===== config.mk =====
export PLATFORM = sky130hd
export DESIGN_NAME = zt_sram
export DESIGN_NICKNAME = d
export VERILOG_FILES = /design/src/rtl/zt_sram.sv
export SDC_FILE = /design/constraint.sdc
export NUM_CORES = 1
export LEC_CHECK = 0
export BUFFER_PORTS_ARGS = -buffer_cell sky130_fd_sc_hd__buf_2
export CORE_AREA = 2 2 345 347
export DETAILED_ROUTE_END_ITERATION = 12
export DIE_AREA = 0 0 347 349
export SKIP_CTS_REPAIR_TIMING = 1
export SYNTH_ARGS = -nofsm -noshare
export SYNTH_HDL_FRONTEND = slang
export SYNTH_SLANG_ARGS = --single-unit

===== constraint.sdc =====
create_clock -name clk -period 3.4 [get_ports clk]
set_clock_uncertainty 0.1 [all_clocks]
set_input_delay 0.51 -clock clk [delete_from_list [all_inputs] [get_ports clk]]
set_output_delay 0.51 -clock clk [all_outputs]
set_load 0.1 [all_outputs]

===== src/rtl/zt_sram.sv =====
module zt_sram #(
  parameter int DW    = 18,
  parameter int LANES = 2,
  parameter int AW    = 6
) (
  input  logic             clk,
  input  logic             rst_n,
  input  logic             cen_n,
  input  logic             ce1_n,
  input  logic             ce2,
  input  logic             ce3_n,
  input  logic             adv_ld_n,
  input  logic             we_n,
  input  logic [LANES-1:0] bw_n,
  input  logic             burst_il,
  input  logic [AW-1:0]    addr,
  input  logic [DW-1:0]    dq_in,
  output logic [DW-1:0]    dq_out,
  output logic             dq_oe
);
  localparam int LW    = DW / LANES;
  localparam int DEPTH = 1 << AW;

  logic [DW-1:0] mem [DEPTH];

  logic          sel, load, cont;
  logic          b_act, b_wr;
  logic [AW-1:0] b_base;
  logic [1:0]    b_cnt, nxt_cnt, low2;

  logic             op_v, op_we;
  logic [AW-1:0]    op_a;
  logic             p1_v, p1_we, p2_v, p2_we;
  logic [AW-1:0]    p1_a, p2_a;
  logic [LANES-1:0] p1_bw, p2_bw;

  assign sel     = !ce1_n && ce2 && !ce3_n;
  assign load    = !adv_ld_n && sel;
  assign cont    = adv_ld_n && b_act;
  assign nxt_cnt = b_cnt + 2'd1;
  assign low2    = burst_il ? (b_base[1:0] ^ nxt_cnt) : (b_base[1:0] + nxt_cnt);
  assign op_v    = load || cont;
  assign op_we   = load ? !we_n : b_wr;
  assign op_a    = load ? addr : {b_base[AW-1:2], low2};

  always_ff @(posedge clk or negedge rst_n) begin
    if (!rst_n) begin
      b_act  <= 1'b0;
      b_wr   <= 1'b0;
      b_base <= '0;
      b_cnt  <= '0;
      p1_v   <= 1'b0;
      p1_we  <= 1'b0;
      p1_a   <= '0;
      p1_bw  <= '0;
      p2_v   <= 1'b0;
      p2_we  <= 1'b0;
      p2_a   <= '0;
      p2_bw  <= '0;
      dq_oe  <= 1'b0;
      dq_out <= '0;
    end else if (!cen_n) begin
      if (!adv_ld_n) begin
        b_act <= sel;
        if (sel) begin
          b_base <= addr;
          b_cnt  <= 2'd0;
          b_wr   <= !we_n;
        end
      end else if (b_act) begin
        b_cnt <= nxt_cnt;
      end
      p1_v  <= op_v;
      p1_we <= op_we;
      p1_a  <= op_a;
      p1_bw <= ~bw_n;
      p2_v  <= p1_v;
      p2_we <= p1_we;
      p2_a  <= p1_a;
      p2_bw <= p1_bw;
      dq_oe <= p2_v && !p2_we;
      if (p2_v && !p2_we) dq_out <= mem[p2_a];
    end
  end

  always_ff @(posedge clk) begin
    if (!cen_n && p2_v && p2_we) begin
      for (int i = 0; i < LANES; i++)
        if (p2_bw[i]) mem[p2_a][i*LW +: LW] <= dq_in[i*LW +: LW];
    end
  end

  p_read_oe_r1: assert property (@(posedge clk) disable iff (!rst_n)
    (!cen_n && !adv_ld_n && sel && we_n) ##1 !cen_n ##1 !cen_n |=> dq_oe);

  p_stall_hold_r4: assert property (@(posedge clk) disable iff (!rst_n)
    cen_n |=> ($stable(dq_oe) && $stable(dq_out)));

  p_desel_oe_r5: assert property (@(posedge clk) disable iff (!rst_n)
    (!cen_n && !adv_ld_n && !sel) ##1 !cen_n ##1 !cen_n |=> !dq_oe);

  p_write_oe_r7: assert property (@(posedge clk) disable iff (!rst_n)
    (!cen_n && !adv_ld_n && sel && !we_n) ##1 !cen_n ##1 !cen_n |=> !dq_oe);

  p_stall_burst_r4: assert property (@(posedge clk) disable iff (!rst_n)
    cen_n |=> ($stable(b_cnt) && $stable(b_act)));
endmodule


==> summary.md <==
| Metric | Value |
|---|---|
| Reg2Reg Depth | 7 |
| Post-synth top area share | between 70% and 80% |
| FP Rows | 126 |
| Worst-margin pin slew | 1.29 ns |
| Vias in the first global route | 26311 |
| Router iterations before antenna repair | 6 |
| Hold Path End | b_cnt[0]$_DFFE_PN0P_ |
| First-pass GRT wire length | approximately 190000 um |
| Synth Area in Adders | 0.0269% |
| Crit path capture type | flip-flop |
| Die Y | 349 um |
| Reg-to-Reg Start | p2_a[1]$_DFFE_PN0N_ |
| WL/cell | about 30 um |
| Antenna-violating nets left | 0 |
| Yosys warns | 0 |
| H-tree depth | 3 |
| Maximum vdd drop | 0.000409 V |
| Max-cap viol count | 0 |
| Synth Area in Compound Gates | 7.30% |
| WL final | 133000 um |
| Final Hold Viols | 0 |
| Initial antenna violation count | 6 |
| Cell leakage power | about 0.018 uW |
| Post-synth EDFFs | between 1000 and 1500 |
| TritonCTS clock tree | yes |
| Min-Delay Path Class | in -> reg |
| List of most frequent post-synthesis cells | edfxtp_1 (1152), mux2i_1 (203), nor2_1 (194) |
| Fin crit period | between 3 and 4 ns |
| Most common cell in the netlist | edfxtp_1 |
| Num ports | 54 |
| Register area share after synthesis | 76.9% |
| Number of distinct library cells after synthesis | 60 |
| Clk_lat worst skew | about 0.71 ns |
| Final Max Slew Viols | 0 |
| Worst rel slew slack | around 14% |
| GR Overflow Total | 0 |
| CTS Buf Count | roughly 120 |
| Synth Area in Simple Gates | 3.32% |
| Final Cycle Share | between 90% and 100% |
| Leading area contributor after synthesis | edfxtp_1 |
| Die area | roughly 0.12 mm^2 |
| Reg2Reg Capture Point | dq_out[14]$_DFFE_PN0P_ |
| Hold wc startpoint | adv_ld_n |
| RSZ-0062 raised after global routing | false |
| R2R Setup Slk | 0.14 ns |
| HPWL Detailed | approximately 86000 um |
| DP Worst Slack | about 0.29 ns |
| Max Clk Rate | just over 0.3 GHz |
| # setup viols final | 0 |
| Power density cells | approximately 730 mW/mm^2 |
| Syn_nets | around 2600 |
| Vias per std cell | approximately 5.9 |
| Initial Utilization | just under 40% |
| Path type of the worst setup path | reg -> reg |
| GRT Resource Usage Total | 21.7% |
| PnR worst setup slack | 0.140 ns |
| Top_reg_cell synth | edfxtp_1 |
| Required @ worst endpoint | 3.87 ns |
| Worst-path clk slew | about 0.06 ns |
| Gate Count Post-Synth | approximately 2600 |
| Xor/xnor share of the synthesized area | 0.0564% |
| Crit path DAT | between 3 and 4 ns |
| Largest family of logic cells by synthesized area | multiplexers |
| Die outline width | 347 um |
| DRT iter0 DRCs | approximately 3300 |
| Core Footprint | between 0.1 and 0.15 mm^2 |
| P&R area growth vs syn | 16.9% |
| Final GP Congestion | 0.896 |
| Outcome | complete, no violations |
| Multiplexer area fraction after synthesis | about a tenth |
| DR vias | approximately 27000 |
| Clock tree buffer depth | 3 |
| Top cells by area, synth | edfxtp_1 (74%), mux4_2 (5.1%), mux2i_1 (4.4%) |
| Share of layout cells above drive strength 1 | between 20% and 30% |
| Syn Area/Cell | about 18 um^2 |
| Cell area after synthesis | 0.0466 mm^2 |
| Fin nets | 2906 |
| Number of port buffers | 53 |
| Crit path max fanout | 22 |
| # DRC | 0 |
| Synth async-reset ratio | approximately 4.1% |
| Setup TNS | 0 ns |
| Worst hold stages | 3 |
| Synthesis-stage register bit count | approximately 1200 |
| Clock root cell | clkbuf_16 |
| Crit path launch type | flip-flop |
| Largest net degree at the start of global routing | between 60 and 70 |
| Sink Count | 1201 |
[per-stage QoR]
stage | utilization [%] | power [uW] | hold slack, ns | cell area (um^2) | std cells
2_1_floorplan | - | 22800 | 0.114 | 46600 | 2559
3_3_place_gp | 43.0 | 26800 | 0.357 | 50500 | 4279
3_5_place_dp | 43.0 | 26900 | 0.369 | 50500 | 4279
4_1_cts | 46.2 | 39600 | -0.337 | 54300 | 4498
5_1_grt | 46.3 | 40600 | 0.0358 | 54400 | 4508
6_report | 46.3 | 39500 | 0.0223 | 54400 | 4512
[area by class of cell]
cell class / count / area (um^2)
antenna: 4 / 10.0
clock buffer: 164 / 3190
clock inverter: 55 / 589
fill: 9737 / 63000
inverter: 4 / 15.0
multi-input combinational: 1187 / 9920
sequential: 1201 / 35800
tap: 1536 / 1920
timing repair buffer: 361 / 2940
[worst max path at each step]
stage	from	endpoint	cells after the start	slack, ns
finish	p2_a[1]$_DFFE_PN0N_	dq_out[14]$_DFFE_PN0P_	7	0.14
global route	p2_a[2]$_DFFE_PN0N_	dq_out[13]$_DFFE_PN0P_	7	0.14
CTS	p2_a[2]$_DFFE_PN0N_	dq_out[13]$_DFFE_PN0P_	7	0.24
detailed placement	p2_a[2]$_DFFE_PN0N_	dq_out[13]$_DFFE_PN0P_	7	0.29
global placement	p2_a[2]$_DFFE_PN0N_	dq_out[13]$_DFFE_PN0P_	7	0.30
floorplan	p2_a[2]$_DFFE_PN0N_	mem[15][10]$_DFFE_PP_	8	0.79
[flip-flops by register name (all words and copies together) (netlist names), 2 cells and up]
| register | cells |
|---|---|
| p1_a | 6 |
| b_cnt | 2 |
| mem | 1152 |
| p2_bw | 2 |
| b_base | 6 |
| dq_out | 18 |
| p2_a | 6 |
| p1_bw | 2 |
[cells by family after synthesis]
family,count (synthesis)
simple gates,358
flops,1201
buf+inv,171
xor+xnor,3
fa+ha+maj,1
compound gates,476
mux,349
[cells in the final DEF, fill, tap and decap left out, drive strengths merged, types with 81 or more instances in the layout]
master,netlist,final
a221oi,105,105
a22oi,92,92
buf,103,351
clkbuf,64,164
edfxtp,1152,1152
mux2i,203,203
mux4,106,106
nand2,81,81
nor2,194,194
o21ai,82,82
[power breakdown]
part	internal, uW	leakage (uW)	switching, uW
Sequential	16400	0.0109	514
Combinational	3430	0.00491	6370
Clock	7370	0.00185	5430
[critical path, stage by stage (launching register included)]
cell	delay, ns
dfrtp_4	0.73
buf_4	0.48
mux2_2	0.39
a221oi_1	0.23
nor2_1	0.15
o21ai_0	0.55
o2111ai_1	0.23
o22a_1	0.20
[routing by layer]
metal	global-route usage (%)	vias to the layer above	wire length, um
met5	0	-	7
met4	6.53	2	3780
met3	4.23	233	13200
met2	33.9	1517	61100
met1	31.1	13845	55300
li1	-	11074	-
(Power assumes the default switching activity.)
